--- config.mk ---
export PLATFORM = sky130hd
export DESIGN_NAME = fcmp_flag_unit
export DESIGN_NICKNAME = d
export VERILOG_FILES = /design/src/rtl/fcmp_pkg.sv /design/src/rtl/fcmp_datapath.sv /design/src/rtl/fcmp_control.sv /design/src/rtl/fcmp_flag_unit.sv
export SDC_FILE = /design/constraint.sdc
export NUM_CORES = 1
export LEC_CHECK = 0
export ABC_AREA = 0
export BUFFER_PORTS_ARGS = -buffer_cell sky130_fd_sc_hd__buf_4
export CORE_AREA = 2 2 104 106
export CTS_CLUSTER_SIZE = 25
export DETAILED_ROUTE_END_ITERATION = 8
export DIE_AREA = 0 0 106 108
export PLACE_DENSITY_LB_ADDON = 0.08
export SLEW_MARGIN = 20
export SYNTH_ARGS = -nofsm -noshare
export SYNTH_HDL_FRONTEND = slang
export SYNTH_HIERARCHICAL = 1
export SYNTH_SLANG_ARGS = --single-unit
--- constraint.sdc ---
create_clock -name clk -period 2.7 [get_ports clk]
set_clock_uncertainty 0.2 [all_clocks]
set_input_delay 0 -clock clk [delete_from_list [all_inputs] [get_ports clk]]
set_output_delay 0 -clock clk [all_outputs]
set_load 0.03 [all_outputs]
--- src/rtl/fcmp_pkg.sv ---
`timescale 1ns/1ps
package fcmp_pkg;
  // strobes from control to datapath
  typedef struct packed {
    logic writeFlags;
    logic raiseInvalid;
    logic raiseDenorm;
  } fcmpStrobe_t;

  typedef enum logic [1:0] {
    CMP_GT = 2'd0,
    CMP_LT = 2'd1,
    CMP_EQ = 2'd2,
    CMP_UN = 2'd3
  } cmpOutcome_t;

  localparam int FLAG_CF = 0;
  localparam int FLAG_PF = 1;
  localparam int FLAG_ZF = 2;
  localparam int FLAG_N  = 6;
endpackage

--- src/rtl/fcmp_datapath.sv ---
`timescale 1ns/1ps
module fcmp_datapath
  import fcmp_pkg::*;
#(
  parameter int EXP_W = 8,
  parameter int MAN_W = 23
) (
  input  logic                       clk,
  input  logic                       rstN,
  input  logic [EXP_W+MAN_W:0]       fpA,
  input  logic [EXP_W+MAN_W:0]       fpB,
  input  fcmpStrobe_t                strobe,
  output logic [1:0]                 nanVec,
  output logic [1:0]                 snanVec,
  output logic [1:0]                 denVec,
  output logic [FLAG_N-1:0]          flagsOut,
  output logic                       flagsWe,
  output logic                       excInvalid,
  output logic                       excDenorm
);
  localparam int FP_W  = 1 + EXP_W + MAN_W;
  localparam int MAG_W = FP_W - 1;

  logic [1:0]       zeroVec;
  logic [1:0]       sgn;
  logic [MAG_W-1:0] mag [2];

  for (genvar g = 0; g < 2; g++) begin : g_cls
    logic [FP_W-1:0]  v;
    logic [EXP_W-1:0] expF;
    logic [MAN_W-1:0] manF;
    assign v    = (g == 0) ? fpA : fpB;
    assign expF = v[FP_W-2:MAN_W];
    assign manF = v[MAN_W-1:0];
    assign sgn[g]     = v[FP_W-1];
    assign mag[g]     = v[MAG_W-1:0];
    assign nanVec[g]  = (&expF) & (|manF);
    assign snanVec[g] = (&expF) & (|manF) & ~manF[MAN_W-1];
    assign zeroVec[g] = ~(|expF) & ~(|manF);
    assign denVec[g]  = ~(|expF) & (|manF);
  end

  cmpOutcome_t outcome;
  always_comb begin
    if (|nanVec)                 outcome = CMP_UN;
    else if (&zeroVec)           outcome = CMP_EQ;
    else if (sgn[0] != sgn[1])   outcome = sgn[0] ? CMP_LT : CMP_GT;
    else if (mag[0] == mag[1])   outcome = CMP_EQ;
    else if ((mag[0] > mag[1]) ^ sgn[0]) outcome = CMP_GT;
    else                         outcome = CMP_LT;
  end

  logic [FLAG_N-1:0] nextFlags;
  always_comb begin
    nextFlags = '0;
    unique case (outcome)
      CMP_UN: begin
        nextFlags[FLAG_ZF] = 1'b1;
        nextFlags[FLAG_PF] = 1'b1;
        nextFlags[FLAG_CF] = 1'b1;
      end
      CMP_LT: nextFlags[FLAG_CF] = 1'b1;
      CMP_EQ: nextFlags[FLAG_ZF] = 1'b1;
      default: nextFlags = '0;
    endcase
  end

  always_ff @(posedge clk) begin
    if (!rstN) begin
      flagsOut   <= '0;
      flagsWe    <= 1'b0;
      excInvalid <= 1'b0;
      excDenorm  <= 1'b0;
    end else begin
      flagsWe    <= strobe.writeFlags;
      excInvalid <= strobe.raiseInvalid;
      excDenorm  <= strobe.raiseDenorm;
      if (strobe.writeFlags) flagsOut <= nextFlags;
    end
  end
endmodule

--- src/rtl/fcmp_control.sv ---
`timescale 1ns/1ps
module fcmp_control
  import fcmp_pkg::*;
(
  input  logic        inValid,
  input  logic        sigMode,
  input  logic        maskInvalid,
  input  logic        maskDenorm,
  input  logic [1:0]  nanVec,
  input  logic [1:0]  snanVec,
  input  logic [1:0]  denVec,
  output fcmpStrobe_t strobe
);
  logic invalidHit, denormHit, blocked;

  always_comb begin
    invalidHit = inValid & (sigMode ? (|nanVec) : (|snanVec));
    denormHit  = inValid & (|denVec);
    blocked    = (invalidHit & ~maskInvalid) | (denormHit & ~maskDenorm);
    strobe.raiseInvalid = invalidHit;
    strobe.raiseDenorm  = denormHit;
    strobe.writeFlags   = inValid & ~blocked;
  end
endmodule

--- src/rtl/fcmp_flag_unit.sv ---
`timescale 1ns/1ps
module fcmp_flag_unit
  import fcmp_pkg::*;
#(
  parameter int OPND_W = 128,
  parameter int EXP_W  = 8,
  parameter int MAN_W  = 23
) (
  input  logic              clk,
  input  logic              rstN,
  input  logic              inValid,
  input  logic              sigMode,
  input  logic [OPND_W-1:0] opA,
  input  logic [OPND_W-1:0] opB,
  input  logic              maskInvalid,
  input  logic              maskDenorm,
  output logic [5:0]        flagsOut,
  output logic              flagsWe,
  output logic              excInvalid,
  output logic              excDenorm
);
  localparam int FP_W = 1 + EXP_W + MAN_W;

  logic [1:0]  nanVec, snanVec, denVec;
  fcmpStrobe_t strobe;

  if (OPND_W > FP_W) begin : g_high
    logic unusedHigh;
    assign unusedHigh = ^{opA[OPND_W-1:FP_W], opB[OPND_W-1:FP_W]};
  end

  fcmp_control u_ctrl (
    .inValid(inValid), .sigMode(sigMode),
    .maskInvalid(maskInvalid), .maskDenorm(maskDenorm),
    .nanVec(nanVec), .snanVec(snanVec), .denVec(denVec),
    .strobe(strobe)
  );

  fcmp_datapath #(.EXP_W(EXP_W), .MAN_W(MAN_W)) u_dp (
    .clk(clk), .rstN(rstN),
    .fpA(opA[FP_W-1:0]), .fpB(opB[FP_W-1:0]),
    .strobe(strobe),
    .nanVec(nanVec), .snanVec(snanVec), .denVec(denVec),
    .flagsOut(flagsOut), .flagsWe(flagsWe),
    .excInvalid(excInvalid), .excDenorm(excDenorm)
  );
endmodule

# Word level (Yosys, flattened, before mapping)
# Cells that the tools add are included.
# Widths: inputs -> output; s select.
# word_totals
romBits,0
n_memories,0
latch_bits,0
ff_bits,6
ram_bits,0
inputBits,262
# op_classes
add_sub_neg,0
n_lt_le_gt_ge,1
bitwise,24
shifts,0
muxes,10
n_eq_ne,5
n_reduce_logical,12
div,0
n_mul,0
# op_table
op,n
$reduce_or 23->1,2
$eq 31x31->1,1
$gt 31x31->1,1
$reduce_and 8->1,2
$reduce_or 8->1,2
$and 1x1->1,13
$reduce_or 2->1,5
$not 1->1,9
$mux 2,4
$mux 1,6
$eq 2x2->1 const B,2
$eq 2x1->1 const B,1
$reduce_and 2->1,1
$ne 1x1->1,1
$or 1x1->1,1
$xor 1x1->1,1

# Depth between registers and ports, before layout
# Gate-level depths: netlist (run 1).
# logic_depth
depth_word,10
ltp_mapped,11
ltp_nobuf,11

# Modules after synthesis
# Netlist (run 1), hierarchy kept.
# by_module_without_submodules
mod,n_inst,seq_area_each_um2,cells_per_inst,area_each_um2
fcmp_datapath,1,120.1,171,1232.4
fcmp_control,1,0.0,12,81.3

# Worst setup path before layout (run 1)
# OpenSTA, ideal clock, no wires.
# synth_timing
path_kind,in2reg
start,input opB[30]
end,register u_dp.flagsOut[0]
path_buffers,0
setup_ps,117
t_arrival_ps,1563
path_stages,8
setup_slack_ps,820
cell_sequence,inv_1 ha_1 and3_1 a221o_1 a21oi_2 o21ai_1 or3b_1 a32o_1
# synth_between
elab_chain_len,10
elab_cells_between_ends,31
classes_between,1 x order compare; 3 x eq/ne; 7 x mux; 13 x bitwise; 7 x reduce/logical
# synth_lines
element,line_no,text
"start, declared",fcmp_flag_unit.sv:14,"input logic [OPND_W-1:0] opB,"
$gt 31x31->1 / $reduce_and 8->1 (equally long branches),"fcmp_datapath.sv:49, fcmp_datapath.sv:37, fcmp_datapath.sv:38",
$xor 1x1->1 / $and 1x1->1 (equally long branches),"fcmp_datapath.sv:49, fcmp_datapath.sv:37, fcmp_datapath.sv:38",
$mux 1 / $and 1x1->1 (equally long branches),"fcmp_datapath.sv:49, fcmp_datapath.sv:38",
$mux 2 / $reduce_or 2->1 (equally long branches),"fcmp_datapath.sv:48, fcmp_control.sv:17",
$mux 2 / $mux 1 (equally long branches),"fcmp_datapath.sv:47, fcmp_control.sv:17",
$mux 2 / $and 1x1->1 (equally long branches),"fcmp_datapath.sv:46, fcmp_control.sv:17",
$mux 2 / $and 1x1->1 (equally long branches),"fcmp_datapath.sv:45, fcmp_control.sv:19",
$eq 2x2->1 (tied with other cells),fcmp_datapath.sv:56,unique case (outcome)
$reduce_or 2->1 (no line) / $not 1->1 (equally long branches),--,
$mux 1 / $and 1x1->1 (equally long branches),"fcmp_datapath.sv:56, fcmp_control.sv:22",
"end signal, assigned",fcmp_datapath.sv:78,if (strobe.writeFlags) flagsOut <= nextFlags;
"end, declared",fcmp_datapath.sv:16,"output logic [FLAG_N-1:0] flagsOut,"
# Parallel ways exist; a longest one is shown, timed or not.
# A chain may end at the register's enable or synchronous reset.

==> results of run 1 <==
## registers in the layout, indices dropped and copies added, names as in the netlist
| register | flops |
|---|---|
| u_dp/excDenorm | 1 |
| u_dp/excInvalid | 1 |
| u_dp/flagsOut | 3 |
| u_dp/flagsWe | 1 |
## through the flow
stage / util / hold slack, ns
finish: 0.207 / 0.0474
global route: 0.207 / 0.0692
CTS: 0.207 / 0.0503
floorplan: - / -0.0783
detailed placement: 0.199 / 0.0659
global placement: 0.199 / 0.0629
## final timing paths
path / from / to / depth (start not counted)
hold reg to reg: u_dp/flagsOut[1] / u_dp/flagsOut[1] / 1
hold / removal: opB[31] / u_dp/flagsOut[0] / 3
setup reg to reg: u_dp/flagsOut[0] / u_dp/flagsOut[0] / 3
setup / recovery: opA[0] / u_dp/excInvalid / 10
## area by class of cell
class / count / share of cell area
clock buffers: 3 / 0.0195
flip-flops and latches: 6 / 0.0568
repair buffers: 81 / 0.292
inverters: 33 / 0.0586
multi-input cells: 141 / 0.492
well taps: 136 / 0.0805
## logic make-up (layout without fill, tap and decap cells)
logic type               after synthesis  after routing  synth area share
buffers and inverters                 38            117             0.123
AND/OR/NAND/NOR                       76             76             0.327
adder cells (fa/ha/maj)               31             31             0.295
AO/OA/AOI/OAI                         31             31             0.161
other                                  1              3           0.00285
flip-flops                             6              6            0.0914
## where the power goes
group          internal [mW]  switching (mW)  total, mW
logic                  0.133           0.123      0.256
registers             0.0940         0.00241     0.0965
clock network         0.0953          0.0339      0.129
## cells in the final DEF, fill, tap and decap left out
master         netlist  routed
o21bai_1             1       1
a21oi_2              1       1
a221oi_2             1       1
nor4_1              14      14
nor2b_1              3       3
nor3_1               5       5
clkbuf_8             0       3
a32o_1               1       1
nor3b_2              1       1
o221a_2              1       1
and4_1               2       2
a21o_1               2       2
nand2_1             12      12
o21ai_1              1       1
a221o_1              2       2
or3_1                2       2
and2_1               4       4
o21a_1               1       1
o311a_1              1       1
dlygate4sd3_1        0       4
inv_1               33      33
nand4_1              9       9
nor2_2               1       1
a31oi_1              1       1
o21ai_0              6       6
nor2_1              10      10
or3b_1               1       1
ha_1                31      31
nor3_2               1       1
nand3_1              5       5
nand3b_1             3       3
a21oi_1             11      11
buf_4                5      77
conb_1               1       3
nand2b_1             1       1
dfxtp_1              6       6
o211a_1              1       1
and3_1               2       2
## repair_timing
action | 4_1_cts | 5_1_grt
hold endpoints to repair | 6 | 0
gates resized for setup | 0 | 0
hold buffers | 4 | 0
endpoints found under the setup margin | 0 | 0
## per-layer routing
| layer | track usage | vias to the layer above | part of all wire |
|---|---|---|---|
| li1 | - | 821 | - |
| met1 | 0.144 | 670 | 0.54 |
| met2 | 0.129 | 55 | 0.39 |
| met3 | 0.0139 | 0 | 0.074 |
| met4 | 0.0141 | 0 | 0 |
| met5 | 0 | - | 0 |
## worst register-to-register path, stage by stage, from the launching register on
cell,delay (ns)
dfxtp_1,0.31
o21a_1,0.20
and3_1,0.18
a32o_1,0.23
==> results.txt, run 1 <==
----------------------------------------------------
[Critical path]
  Element type at the critical path start ... primary input
  Largest stage delay, worst path ... roughly 0.54 ns
  Cell with the biggest individual delay on the critical path ... dlygate4sd3_1
  Crit path max-delay family ... simple AND/OR/NAND/NOR gates
  CP Data Required Time ... between 2 and 3 ns
  Signal arrival time at the worst endpoint ... between 2 and 2.5 ns
  Count of buffering cells on the critical path with inverters included ... 3
  R2r setup slk ... 1.48 ns
  Cell chain of the critical path ... buf_4 > nor4_1 > buf_4 > nand4_1 > nor2_1 > or3_1 > nor2_1 > o311a_1 > and2_1 > dlygate4sd3_1
  Endpoint class of the critical path ... flop
  Crit-path max FO ... 3
  Type of the setup path with the least slack ... primary input to flop

[Clock tree]
  Clock latency of the later-clocked register in the worst-skew pair ... about 0.22 ns
  CTS buffer count ... 3
  Clock tree buffer depth ... 2
  Clock transition time at the flip-flop clock pins of the worst setup and hold paths ... approximately 0.030 ns
  Number of H-tree branching levels ... 1
  Root buffer cell ... clkbuf_8
  TritonCTS Sinks ... 6
  TritonCTS clock tree ... done
  Setup bufs post-CTS ... 0

[Logic synthesis]
  Number of synthesized register bits ... 6
  Netlist Area Pre-Place ... 1310 sq um
  Leading post-synthesis cells by cell area ... ha_1, inv_1, dfxtp_1, nor4_1, nand4_1
  Post-synthesis async set-or-reset flop share ... 0
  Most used DFF post-synth ... dfxtp_1
  Post-synthesis sequential area ratio ... 0.0914
  Area share of the largest cell type after synthesis ... 0.295
  Post-synthesis cell type count ... 36
  Syn_area_per_cell ... 7.18 sq um
  Yosys Warn Count ... 6
  Post-Syn Instances ... 183
  Largest area contributor in the netlist ... ha_1
  Top cells by count, synth ... inv_1, ha_1, nor4_1, nand2_1, a21oi_1
  Post-synth EDFFs ... 0
  Dominant cell by count in the synthesized netlist ... inv_1

[Timing]
  Clock period minus final worst setup slack ... around 2.3 ns
  Fin Setup TNS ... 0 ns
  Period Utilization, post-route ... 0.870
  Count of endpoints failing setup in the final report ... 0
  Final count of hold timing violations ... 0
  Number of pins with negative max-slew slack in the final report ... 0
  RSZ-0062 raised after global routing ... no
  Smallest setup slack after layout ... approximately 0.35 ns
  Highest clock rate ... ~430 MHz

[Finish]
  Final standard cell count with taps included and fillers excluded ... 400
  Area of all sequential standard cells ... ~120 sq um
  Syn-to-layout area delta ... 60.9%
  Layout fillers ... 1179
  Ant diodes ... 0
  Number of nets in the layout ... approximately 560
  Multi-input gate area ... 1040 sq um
  Share of cells above drive strength 1 ... 0.326
  Final cell area excluding filler cells ... between 2000 and 2500 sq um

[GRT]
  Largest net degree at the start of global routing ... 7
  Global route total overflow ... 0
  GRT Util Overall ... 0.0910
  Initial antenna violation count ... 0
  Global-route wire length before repair ... about 8100 um
  Number of global-route vias before repair ... roughly 1600

[Detailed routing]
  Final wirelength ... approximately 5200 um
  Count of TritonRoute iterations in the first routing pass ... 4
  Drt wl/cell ... 13.1 um
  Residual DRC count ... 0
  DR vias ... between 1500 and 2000
  Initial DRC Count ... a little over 40
  Detail Route Antenna Nets ... 0
  Post-DR vias/cell ... about 3.9

[Place]
  HPWL Detailed ... 4960 um
  Placed instance area ... between 2000 and 2500 sq um
  Dpl ws ... around 0.18 ns
  Number of placed instances with taps included ... ~390
  RD Place Congestion ... ~0.71
  Number of port buffers ... 75

[Floorplan]
  Overall die area ... 11400 sq um
  Placeable core region ... approximately 10000 sq um
  Number of core rows ... 37
  Chip width ... ~110 um
  Die H ... between 100 and 150 um
  Initial core utilization ... 0.128
  Top Ports ... 271

[Status]
  Result of the run ... completed

[Power and ir drop]
  Areal power density over the cells ... about 230 nW/um^2
  Peak supply drop ... 0.107 mV
  Total power consumption of the routed design ... about 0.48 mW
  Leakage component of the power ... 1.10 nW

[Flow run]
  Maximum Capacitance Violations ... 0

[Worst hold path]
  Type of the most critical hold path ... primary input to flop

----------------------------------------------------
Note: power is estimated with default switching activity, not from simulation.
==> run 2, diff against run 1 <==
--- a/config.mk
+++ b/config.mk
@@ -11,7 +11,7 @@
 export CTS_CLUSTER_SIZE = 25
 export DETAILED_ROUTE_END_ITERATION = 8
 export DIE_AREA = 0 0 106 108
-export PLACE_DENSITY_LB_ADDON = 0.08
+export PLACE_DENSITY = 0.49
 export SLEW_MARGIN = 20
 export SYNTH_ARGS = -nofsm -noshare
 export SYNTH_HDL_FRONTEND = slang
==> run 2 against run 1 <==
Effect of this change: die area unchanged; cell area is 0.83% higher; global-route usage is 0.21 points lower; cell count is 0.50% higher; register-to-register slack barely moved; critical path depth unchanged; hold slack improved by 0.013 ns; clock power about the same; sequential share of layout area about the same; combinational power barely moved; first-iteration DRC count fell by 2.4%; total power barely moved; largest power group unchanged; highest routed layer unchanged.
==> results.txt, run 2 (same netlist as run 1, synthesis figures left out) <==
----------------------------------------------------
[Critical path]
  Type of the setup path with the least slack ... primary input to flop
  Crit-path max FO ... 3 (unchanged)
  R2r setup slk ... 1.48 ns (about the same)
  End of the worst register-to-register path ... u_dp/flagsOut[0]
  Endpoint class of the critical path ... flop
  Count of buffering cells on the critical path with inverters included ... 3 (unchanged)
  Signal arrival time at the worst endpoint ... 2.21 ns (-0.04 ns)
  Cells on worst reg2reg path ... 3 (unchanged)
  Reg-to-Reg Start ... u_dp/flagsOut[0]
  Largest stage delay, worst path ... 0.55 ns (about the same)
  Element type at the critical path start ... primary input
  Crit path max-delay family ... simple AND/OR/NAND/NOR gates
  Cell with the biggest individual delay on the critical path ... dlygate4sd3_1
  Cell chain of the critical path ... buf_4 > nor4_1 > buf_4 > nand4_1 > nor2_1 > or3_1 > nor2_1 > o311a_1 > dlygate4sd3_1 > and2_1
  CP Data Required Time ... 2.61 ns (about the same)

[Timing]
  Final Hold Slack ... 0.0606 ns (+0.0131 ns)
  Fin Setup TNS ... 0 ns (unchanged)
  Smallest setup slack after layout ... 0.403 ns (+0.0522 ns)
  Number of pins with negative max-slew slack in the final report ... 0 (unchanged)
  RSZ-0062 raised after global routing ... no
  Highest clock rate ... 435 MHz (+2.3%)
  Count of endpoints failing setup in the final report ... 0 (unchanged)
  Period Utilization, post-route ... 0.851 (-0.0193)
  Clock period minus final worst setup slack ... 2.30 ns (-0.0522 ns)
  Final count of hold timing violations ... 0 (unchanged)

[Detailed routing]
  Count of TritonRoute iterations in the first routing pass ... 4 (unchanged)
  Drt wl/cell ... 13.0 um (-0.61%)
  Detail Route Antenna Nets ... 0 (unchanged)
  Initial DRC Count ... 40 (-2.4%)
  Final wirelength ... 5220 um (-0.11%)
  DR vias ... 1568 (+1.4%)
  Residual DRC count ... 0 (unchanged)
  Post-DR vias/cell ... 3.90 (+0.92%)

[Power and ir drop]
  Peak supply drop ... 0.0818 mV (-23%)
  Areal power density over the cells ... 226 nW/um^2 (-0.84%)
  Leakage component of the power ... 1.11 nW (+1.1%)

[Status]
  Result of the run ... completed

[GRT]
  Global route total overflow ... 0 (unchanged)
  Initial antenna violation count ... 0 (unchanged)
  Global-route wire length before repair ... 7970 um (-1.4%)
  GRT Util Overall ... 0.0889 (-0.00206)
  Largest net degree at the start of global routing ... 7 (unchanged)
  Number of global-route vias before repair ... 1623 (+2.3%)

[Clock tree]
  TritonCTS clock tree ... done
  Clock latency of the later-clocked register in the worst-skew pair ... 0.22 ns (about the same)
  Post_cts resized ... 0 (unchanged)
  Clock tree buffer depth ... 2 (unchanged)
  CTS buffer count ... 3 (unchanged)
  Number of H-tree branching levels ... 1 (unchanged)
  Root buffer cell ... clkbuf_8
  Clock transition time at the flip-flop clock pins of the worst setup and hold paths ... 0.04 ns (about the same)
  TritonCTS Sinks ... 6 (unchanged)

[Finish]
  Ant diodes ... 0 (unchanged)
  Commonest cells after routing, fill and taps aside ... buf_4, inv_1, ha_1
  Number of flip-flops under the largest register name ... 3 (unchanged)
  Syn-to-layout area delta ... 62.2%
  Final standard cell count with taps included and fillers excluded ... 402 (+0.50%)
  Register bank with the most flops ... u_dp/flagsOut
  Share of cells above drive strength 1 ... 0.327 (+0.00131)
  Leading cell type in the layout, fill and taps excluded ... buf_4
  Core Util, Final ... 0.208 (+0.00171)
  Number of nets in the layout ... 561 (+0.36%)

[Floorplan]
  Number of core rows ... 37 (unchanged)
  Initial core utilization ... 0.128 (unchanged)
  Chip width ... 106 um (unchanged)
  Top Ports ... 271 (unchanged)
  Die H ... 108 um (unchanged)
  Placeable core region ... 10200 sq um (unchanged)
  Overall die area ... 11400 sq um (unchanged)

[Place]
  Number of placed instances with taps included ... 394 (+0.25%)
  HPWL Detailed ... 4910 um (-1.1%)
  Dpl ws ... 0.232 ns (+0.0543 ns)
  RD Place Congestion ... 0.850 (+20%)
  Number of port buffers ... 75 (unchanged)

[Worst hold path]
  Instance count along the most critical hold path ... 3 (unchanged)
  HP Start ... opB[31]
  Type of the most critical hold path ... primary input to flop
  Endpoint with the worst hold slack ... u_dp/flagsOut[0]

[Flow run]
  Maximum Capacitance Violations ... 0 (unchanged)

----------------------------------------------------
==> run 2: worst max-delay path by stage <==
stage	from	end	cells after the start
2_1_floorplan	opB[30]	u_dp/flagsOut[0]	8
3_3_place_gp	opA[0]	u_dp/flagsOut[2]	12
3_5_place_dp	opA[0]	u_dp/flagsOut[2]	12
4_1_cts	opA[0]	u_dp/excInvalid	10
5_1_grt	opA[0]	u_dp/excInvalid	10
6_report	opA[0]	u_dp/excInvalid	10
==> run 2: final cells by class <==
type                    instances  area [sq um]
clock buffers                   3          41.3
fillers                      1171          8100
repair buffers                 83           636
flip-flops and latches          6           120
multi-input cells             141          1040
inverters                      33           124
well taps                     136           170
==> run 2: report_power, final <==
group / internal, mW / leakage, nW / switching, mW / total [mW]
logic: 0.134 / 1.04 / 0.123 / 0.257
registers: 0.0940 / 0.0494 / 0.00246 / 0.0965
clock network: 0.0953 / 0.0216 / 0.0334 / 0.129
total: 0.323 / 1.11 / 0.159 / 0.482
==> run 2: worst reg2reg max path, cell delays in order (launching register included) <==
cell	delay, ns
dfxtp_1	0.31
o21a_1	0.19
and3_1	0.17
a32o_1	0.23
==> run 2: through the flow <==
step / cell area, sq um / total power [mW]
after floorplan: 1320 / 0.215
after CTS: 2130 / 0.490
after detailed placement: 2040 / 0.352
after global placement: 2040 / 0.350
final: 2130 / 0.482
after global routing: 2130 / 0.524
==> run 2: routing by layer <==
metal,vias to the layer above,part of all wire,track usage
met1,686,0.47,0.122
met4,0,0,0.00846
met3,0,0.11,0.0338
li1,828,-,-
met5,-,0,0
met2,54,0.42,0.138
==> run 2: repair_timing <==
item / CTS / global route
hold endpoints to repair: 6 / 0
hold buffers: 5 / 0
setup buffers: 0 / 0
